[config.mk]
export PLATFORM = sky130hd
export DESIGN_NAME = dma_chan_regs
export DESIGN_NICKNAME = d
export VERILOG_FILES = /design/src/rtl/dcr_pkg.sv /design/src/rtl/dcr_ctl_calc.sv /design/src/rtl/dcr_flush_hs.sv /design/src/rtl/dcr_sel_bank.sv /design/src/rtl/dma_chan_regs.sv
export SDC_FILE = /design/constraint.sdc
export NUM_CORES = 1
export LEC_CHECK = 0
export CAP_MARGIN = 5
export CORE_UTILIZATION = 50
export DETAILED_ROUTE_END_ITERATION = 6
export PLACE_DENSITY = 0.88
export SYNTH_ARGS = -nofsm -noshare
export SYNTH_HDL_FRONTEND = slang
export SYNTH_SLANG_ARGS = --single-unit
[constraint.sdc]
create_clock -name clk -period 2.4 [get_ports clk]
set_input_delay 0.24 -clock clk [delete_from_list [all_inputs] [get_ports clk]]
set_output_delay 0.24 -clock clk [all_outputs]
set_load 0.01 [all_outputs]
[src/rtl/dcr_pkg.sv]
package dcr_pkg;
  localparam int WORD_W = 32;
  localparam int HALF_W = 16;
  localparam int DEV_W  = 4;

  localparam int B_RUN   = 15;
  localparam int B_PAUSE = 14;
  localparam int B_FLUSH = 13;
  localparam int B_WAKE  = 12;
  localparam int B_DEAD  = 11;
  localparam int B_ACT   = 10;
  localparam int B_BT    = 8;

  typedef struct packed {
    logic run;
    logic pause;
    logic flush;
    logic wake;
    logic dead;
    logic active;
  } chan_flags_t;

  function automatic logic [WORD_W-1:0] pack_status(chan_flags_t f, logic bt,
                                                    logic [DEV_W-1:0] dev);
    logic [WORD_W-1:0] w;
    w = '0;
    w[B_RUN]   = f.run;
    w[B_PAUSE] = f.pause;
    w[B_FLUSH] = f.flush;
    w[B_WAKE]  = f.wake;
    w[B_DEAD]  = f.dead;
    w[B_ACT]   = f.active;
    w[B_BT]    = bt;
    w[DEV_W-1:0] = dev;
    return w;
  endfunction
endpackage

[src/rtl/dcr_ctl_calc.sv]
module dcr_ctl_calc
  import dcr_pkg::*;
(
  input  chan_flags_t       cur,
  input  logic [HALF_W-1:0] mask,
  input  logic [HALF_W-1:0] val,
  output chan_flags_t       nxt,
  output logic              need_flush
);
  logic wake_wr;

  always_comb begin
    nxt       = cur;
    nxt.flush = 1'b0;
    wake_wr   = mask[B_WAKE] && val[B_WAKE];
    // run set / clear; clearing also revives a dead channel
    if (mask[B_RUN]) begin
      if (val[B_RUN]) begin
        nxt.run = 1'b1;
      end else begin
        nxt.run  = 1'b0;
        nxt.dead = 1'b0;
      end
    end
    if (wake_wr && nxt.run) nxt.wake = 1'b1;
    if (mask[B_PAUSE]) nxt.pause = val[B_PAUSE];
    need_flush = mask[B_FLUSH] && val[B_FLUSH];
    if (nxt.pause || !nxt.run) begin
      nxt.active = 1'b0;
      need_flush = 1'b1;
    end else if (mask[B_RUN] || mask[B_PAUSE] || wake_wr) begin
      nxt.active = 1'b1;
    end
  end
endmodule

[src/rtl/dcr_flush_hs.sv]
module dcr_flush_hs (
  input  logic clk,
  input  logic rst,
  input  logic start,
  input  logic ack,
  output logic req,
  output logic busy,
  output logic done
);
  typedef enum logic {HS_IDLE, HS_WAIT} hs_state_t;
  hs_state_t st_q;

  always_ff @(posedge clk) begin
    if (rst) begin
      st_q <= HS_IDLE;
      req  <= 1'b0;
    end else begin
      case (st_q)
        HS_IDLE: if (start) begin
          st_q <= HS_WAIT;
          req  <= 1'b1;
        end
        HS_WAIT: if (ack) begin
          st_q <= HS_IDLE;
          req  <= 1'b0;
        end
        default: st_q <= HS_IDLE;
      endcase
    end
  end

  assign busy = (st_q == HS_WAIT);
  assign done = busy && ack;


  req_hold_chk: assert property (@(posedge clk) disable iff (rst)
    (req && !ack) |=> req);
endmodule

[src/rtl/dcr_sel_bank.sv]
module dcr_sel_bank #(
  parameter int N = 3,
  parameter int W = 32
) (
  input  logic         clk,
  input  logic         rst,
  input  logic [N-1:0] we,
  input  logic [W-1:0] wdata,
  output logic [W-1:0] q [N]
);
  for (genvar i = 0; i < N; i++) begin : g_reg
    always_ff @(posedge clk) begin
      if (rst)        q[i] <= '0;
      else if (we[i]) q[i] <= wdata;
    end
  end
endmodule

[src/rtl/dma_chan_regs.sv]
module dma_chan_regs
  import dcr_pkg::*;
#(
  parameter int ADDR_W  = 3,
  parameter int ALIGN_W = 4
) (
  input  logic              clk,
  input  logic              rst,
  input  logic              wr_en,
  input  logic              rd_en,
  input  logic [ADDR_W-1:0] addr,
  input  logic [31:0]       wr_data,
  output logic [31:0]       rd_data,
  input  logic [3:0]        dev_stat,
  input  logic              ev_kill,
  input  logic              ev_halt,
  input  logic              ev_fetch,
  input  logic              ev_bt_set,
  input  logic              ev_bt_clr,
  output logic              flush_req,
  input  logic              flush_ack,
  output logic [31:0]       status_o,
  output logic [31:0]       cmd_ptr_o,
  output logic              fetch_o,
  output logic [31:0]       intr_sel_o,
  output logic [31:0]       br_sel_o,
  output logic [31:0]       wait_sel_o
);
  localparam int SEL_N    = 3;
  localparam int SEL_BASE = 4;
  localparam logic [ADDR_W-1:0] IX_CTRL = ADDR_W'(0);
  localparam logic [ADDR_W-1:0] IX_STAT = ADDR_W'(1);
  localparam logic [ADDR_W-1:0] IX_PTR  = ADDR_W'(3);

  chan_flags_t        flags_q, pend_q, nxt;
  logic               bt_q;
  logic [DEV_W-1:0]   dev_q;
  logic [WORD_W-1:0]  ptr_q;
  logic               need_flush, busy, done, start;
  logic               wr_ok, ctl_wr, ptr_wr;
  logic [SEL_N-1:0]   sel_we;
  logic [WORD_W-1:0]  sel_q [SEL_N];
  logic [WORD_W-1:0]  rd_sel;

  assign wr_ok  = wr_en && !busy;
  assign ctl_wr = wr_ok && (addr == IX_CTRL);
  assign ptr_wr = wr_ok && (addr == IX_PTR) && !flags_q.active;
  assign start  = ctl_wr && need_flush;

  dcr_ctl_calc u_calc (
    .cur(flags_q), .mask(wr_data[WORD_W-1:HALF_W]), .val(wr_data[HALF_W-1:0]),
    .nxt(nxt), .need_flush(need_flush)
  );

  dcr_flush_hs u_hs (
    .clk(clk), .rst(rst), .start(start), .ack(flush_ack),
    .req(flush_req), .busy(busy), .done(done)
  );

  always_comb begin
    rd_sel = '0;
    for (int i = 0; i < SEL_N; i++) begin
      sel_we[i] = wr_ok && (addr == ADDR_W'(SEL_BASE + i));
      if (addr == ADDR_W'(SEL_BASE + i)) rd_sel = sel_q[i];
    end
  end

  dcr_sel_bank #(.N(SEL_N), .W(WORD_W)) u_sel (
    .clk(clk), .rst(rst), .we(sel_we), .wdata(wr_data), .q(sel_q)
  );

  always_ff @(posedge clk) begin
    if (rst) begin
      flags_q <= '0;
      pend_q  <= '0;
      bt_q    <= 1'b0;
      dev_q   <= '0;
      ptr_q   <= '0;
      fetch_o <= 1'b0;
      rd_data <= '0;
    end else begin
      dev_q <= dev_stat;
      if (ev_bt_set)      bt_q <= 1'b1;
      else if (ev_bt_clr) bt_q <= 1'b0;

      if (done) begin
        flags_q <= pend_q;
      end else if (start) begin
        flags_q.flush <= wr_data[HALF_W+B_FLUSH] && wr_data[B_FLUSH];
        pend_q        <= nxt;
      end else if (ctl_wr) begin
        flags_q <= nxt;
      end else begin
        if (ev_kill) begin
          flags_q.dead   <= 1'b1;
          flags_q.active <= 1'b0;
        end
        if (ev_halt)  flags_q.active <= 1'b0;
        if (ev_fetch) flags_q.wake   <= 1'b0;
      end

      fetch_o <= ptr_wr;
      if (ptr_wr) ptr_q <= {wr_data[WORD_W-1:ALIGN_W], {ALIGN_W{1'b0}}};

      if (rd_en) begin
        if (addr == IX_CTRL || addr == IX_STAT) rd_data <= status_o;
        else if (addr == IX_PTR)                rd_data <= ptr_q;
        else                                    rd_data <= rd_sel;
      end
    end
  end

  assign status_o   = pack_status(flags_q, bt_q, dev_q);
  assign cmd_ptr_o  = ptr_q;
  assign intr_sel_o = sel_q[0];
  assign br_sel_o   = sel_q[1];
  assign wait_sel_o = sel_q[2];


  active_legal_chk: assert property (@(posedge clk) disable iff (rst)
    flags_q.active |-> (flags_q.run && !flags_q.pause));

  dead_on_stop_chk: assert property (@(posedge clk) disable iff (rst)
    $fell(flags_q.run) |-> !flags_q.dead);

  ptr_lock_chk: assert property (@(posedge clk) disable iff (rst)
    !$stable(ptr_q) |-> !$past(flags_q.active));

  fetch_src_chk: assert property (@(posedge clk) disable iff (rst)
    fetch_o |-> ($past(wr_en) && !$past(flags_q.active)));

  flush_bit_chk: assert property (@(posedge clk) disable iff (rst)
    flags_q.flush |-> flush_req);
endmodule

# Yosys cells after proc, flatten, opt, wreduce, memory -nomap -nowiden
# Index checks and enable logic that the tools add are counted.
# classes
n_eq_ne	8
mux	31
bitwise	2
n_reduce_logical	32
# op_table
operator	n
$mux 32	5
$mux 1	18
$logic_and 1x1->1	12
$reduce_and 2->1	6
$eq 3x3->1 const B	3
$mux 3	3
$reduce_bool 3->1	3
$mux 6	1
$ne 2x2->1 const B	3
$logic_or 1x1->1	4
$mux 2	2
$pmux 1 s2	2
$reduce_bool 2->1	2
$reduce_bool 4->1	1
$eq 3x1->1 const B	1
$eq 3x2->1 const B	1
$logic_not 1->1	3
$logic_not 3->1	1
$not 1->1	2
# totals
elab_cells	94
output_inout_bits	194
in_bits	49
reg_bits	175

# Logic depth before layout (Yosys ltp)
# logic_depth
ltp_word	8
mapped_depth	8
depth_no_buf	5

# By module
# Synthesis repeated with hierarchy kept, for this count alone.
# unflattened
cells_unflattened	849
hier_area_um2	7795.0
# by_module_without_submodules
module	n_inst	cells_each	area_each_um2
dma_chan_regs	1	519	4082.7
dcr_sel_bank	1	311	3544.6
dcr_ctl_calc	1	11	86.3
dcr_flush_hs	1	8	81.3

# Least setup slack after synthesis
# OpenSTA, ideal clock, no wires.
# synth_timing
kind	input to register
start	input port addr[2]
end	register flags_q, in the netlist status_o[10]
arrival_time_ps	1474
setup_ps	69
required_ps	2331
n_path_buf	2
setup_slack_ps	858
cell_stages	7
path_cell_list	buf_6 or2_1 buf_6 or3_4 a311oi_2 nor2_1 o21ai_1
# synth_via
elab_chain_len	5
elab_cells_between_ends	9
classes_between	1 x eq/ne; 3 x mux; 5 x reduce/logical
# synth_lines
item	line	rtl
from (decl)	dma_chan_regs.sv:11	input logic [ADDR_W-1:0] addr,
$logic_not 3->1 (*)	dma_chan_regs.sv:46	assign ctl_wr = wr_ok && (addr == IX_CTRL);
$logic_and 1x1->1 (*)	dma_chan_regs.sv:46	
$mux 3 / $logic_and 1x1->1 (equally long branches)	dma_chan_regs.sv:91, dma_chan_regs.sv:48	
$mux 3 / $ne 2x2->1 (equally long branches)	n/a	
$mux 6 / $reduce_and 2->1 (equally long branches)	n/a	
to (signal assigned)	dma_chan_regs.sv:87	flags_q <= pend_q;
to (signal assigned)	dma_chan_regs.sv:92	flags_q <= nxt;
to (decl)	dma_chan_regs.sv:35	chan_flags_t flags_q, pend_q, nxt;
# Mark *: on every way between the ends. The rest lies on a longest branch, timed or not. The select of a mux whose other input is x is not followed.
# A chain may end at the register's enable or synchronous reset.

# Worst setup path after layout
# layout_timing
start	input port addr[2]
end	register u_sel.q[18] (netlist bit)
# layout_via
elab_chain_len	2
# layout_lines
item	line	rtl
$eq 3x3->1	dma_chan_regs.sv:63	sel_we[i] = wr_ok && (addr == ADDR_W'(SEL_BASE + i));
$logic_and 1x1->1	dma_chan_regs.sv:63	
to (signal, indexed assignment)	dcr_sel_bank.sv:14	else if (we[i]) q[i] <= wdata;
to (decl)	dcr_sel_bank.sv:9	output logic [W-1:0] q [N]
# No other way between the ends.

==> impl_metrics.py <==
metrics = {
    "worst_setup_path": {
        "path_max_fanout": 32,
        "reg2reg_depth": 5,
        "crit_type": "input pin to flip-flop",
        "cp.arrival_ns": 2.18,
        "reg2reg_slack_ns": 0.63,
        "critical_path_required_ns": 2.74,
        "crit_path_start_kind": "input pin",
        "end_kind": "flip-flop",
    },
    "global_routing": {
        "grt_pass1_vias": 6802,
        "antenna_found_initial": 0,
        "grt_max_degree": 74,
        "track_usage_pct": 31.0,
        "globalRoute.totalOverflow": 0,
        "grt_pass1_wl_um": 35900,
    },
    "logic_synthesis": {
        "synth.avg_cell_area_um2": 8.06,
        "synth_most_common_cell": "nand2_1",
        "yosysTopAreaCell": "dfxtp_1",
        "async_reset_ff_share_pct": 0,
        "ys_ff_latch": 175,
        "ys_types": 46,
        "ys_top_cells_by_count": "279 x nand2_1, 175 x dfxtp_1, 137 x a21oi_1",
        "ys_seq_area_share_pct": 47.2,
        "synth.top_cell.area_share_pct": 47.2,
        "ys.flop_type": "dfxtp_1",
        "synthCells": 920,
        "synth-edff-count": 0,
        "ys_top_cells_by_area": "dfxtp_1 47%, nand2_1 14%, a21oi_1 9.2%",
        "synthesis.area_um2": 7420,
        "ys_warn_count": 0,
    },
    "sta": {
        "min_period_over_period_pct": 76.9,
        "tns_ns": 0,
        "layout_min_cycle_time_ns": 1.85,
        "hold_viol": 0,
        "slew_violations": 0,
        "rsz0062_at_grt": "no",
        "clock_skew_ns": 0.00753,
        "max_freq_mhz": 542,
        "tightest_slew_ns": 1.06,
        "final-setup-viol-count": 0,
        "relSlewSlack_pct": 29.0,
    },
    "floorplan": {
        "core_region_area_um2": 14500,
        "die-area_um2": 15300,
        "ios": 243,
        "num_rows": 44,
        "die_h_um": 124,
        "initial_utilization_pct": 51.2,
        "die_width_um": 124,
    },
    "detailed_routing": {
        "first_iter_violations": 828,
        "wl_per_cell_um": 18.1,
        "via_count": 7448,
        "ant_nets": 0,
        "drc_errors": 0,
        "viasPerCell": 5.67,
        "dr.pass1.iters": 6,
        "routed_wl_um": 23800,
    },
    "clock_network": {
        "root_buffer": "clkbuf_16",
        "clock_latency_ns": 0.42,
        "numCtsBuffers": 17,
        "cts_num_sinks": 175,
        "cts_buffer_depth": 2,
        "h-tree-depth": 4,
        "cts_tree": "done",
        "post-cts-setup-buffers": 0,
        "ctsHoldBuffers": 0,
        "path_clk_slew_ns": 0.06,
        "cts_resized": 0,
    },
    "min_path": {
        "whs_path_depth": 2,
        "min_path_type": "input pin to flip-flop",
    },
    "pwr": {
        "ir_worst_vdd_mv": 0.487,
        "power.density_nw_per_um2": 623,
        "total_power_mw": 6.42,
        "p_leak_nw": 3.62,
    },
    "layout": {
        "seqCellArea_um2": 3500,
        "finish.utilization_pct": 71.2,
        "stdcell_count": 1314,
        "num_antenna_cells": 0,
        "final_nets": 1166,
        "syn_to_final_growth_pct": 38.9,
        "drive_gt1_share_pct": 8.23,
        "multiInputGateArea_um2": 3450,
        "fill_cells": 1084,
    },
    "place": {
        "port_buffers": 217,
        "hpwl_um": 15800,
        "gp_congestion": 0.928,
        "dpl.cell_count": 1282,
    },
    "run_status": {
        "status": "completed",
    },
    "flow_run": {
        "drv_cap": 0,
    },
}
[through the flow]
stage	hold WS, ns	setup WS (ns)	cell area, um2
after CTS	0.0771	0.586	10300
after detailed placement	0.444	0.167	9720
final	0.0907	0.554	10300
after global routing	0.0784	0.453	10300
after global placement	0.444	0.209	9720
after floorplan	0.357	0.858	7510
[path summary, 6_finish.rpt]
check | from | endpoint
max | addr[2] | u_sel.q[18]
min | rst | dev_q[1]
max reg2reg | u_hs.busy | u_sel.q[36]
min reg2reg | pend_q[0] | pend_q[0]
[layout by cell type (no fill, tap or decap), types with 2 or more instances in the layout]
master           Yosys  final
nand2_1            279    279
clkdlybuf4s50_1      0    214
dfxtp_1            175    175
a21oi_1            137    137
a22o_1              42     42
buf_4               28     34
mux2i_1             25     25
conb_1               1     25
nor2_1              20     19
o21ai_0             18     18
clkbuf_16            0     17
inv_1               16     16
o21ai_1             10     10
nand2b_1             9      9
mux2_2               8      8
o22ai_1              7      7
a221o_1              7      7
o211ai_1             7      7
a211oi_1             7      7
nor3_1               8      7
nor2b_1              8      6
clkbuf_8             0      6
a22oi_1              5      5
nand3_1              5      3
nor4_1               3      3
clkinv_2             0      3
clkinvlp_4           0      3
buf_12               0      3
and3_1               2      2
nand3_2              0      2
nor2b_2              0      2
nor2_2               1      2
or3_1                2      2
buf_2               20      2
[sequential cells by signal, indices dropped and copies added, names as in the netlist]
| signal | cells |
|---|---|
| rd_data | 32 |
| pend_q | 5 |
| u_hs.req | 1 |
| u_sel.q | 96 |
| bt_q | 1 |
| status_o | 6 |
| dev_q | 4 |
| cmd_ptr_o | 28 |
| fetch_o | 1 |
| u_hs.busy | 1 |
[report_power, final]
group / switching, mW / leakage, nW / internal [mW]
Sequential: 0.0555 / 1.42 / 2.97
Clock: 1.12 / 0.285 / 1.59
Combinational: 0.380 / 1.92 / 0.298
Total: 1.55 / 3.62 / 4.86
[routing by layer]
layer	vias to the layer above	wire [um]	global-route usage, %
met5	-	0	0
met4	0	941	16.9
met3	79	2120	6.96
li1	3455	-	-
met2	441	11300	50.5
met1	3473	9500	37.8
[cell type report]
class | count | share of cell area, %
clock buffers | 24 | 4.97
clock inverters | 8 | 0.741
inverters | 16 | 0.583
multi-input cells | 654 | 33.5
flip-flops and latches | 175 | 34.0
well taps | 184 | 2.23
repair buffers | 253 | 23.9
[critical path: stages]
cell and delay [ns]:
clkdlybuf4s50_1 0.71, buf_4 0.25, nor2b_1 0.26, and3_1 0.24, buf_12 0.23, nand2_1 0.09
a21oi_1 0.15
[kinds of logic after synthesis]
logic type      after synthesis  share of synthesized area (%)
compound gates              246                           20.6
buf+inv                     115                           7.78
flops                       175                           47.2
mux                          34                           4.77
other cells                   1                         0.0506
simple gates                349                           19.6
Note: power is estimated with default switching activity, not from simulation.
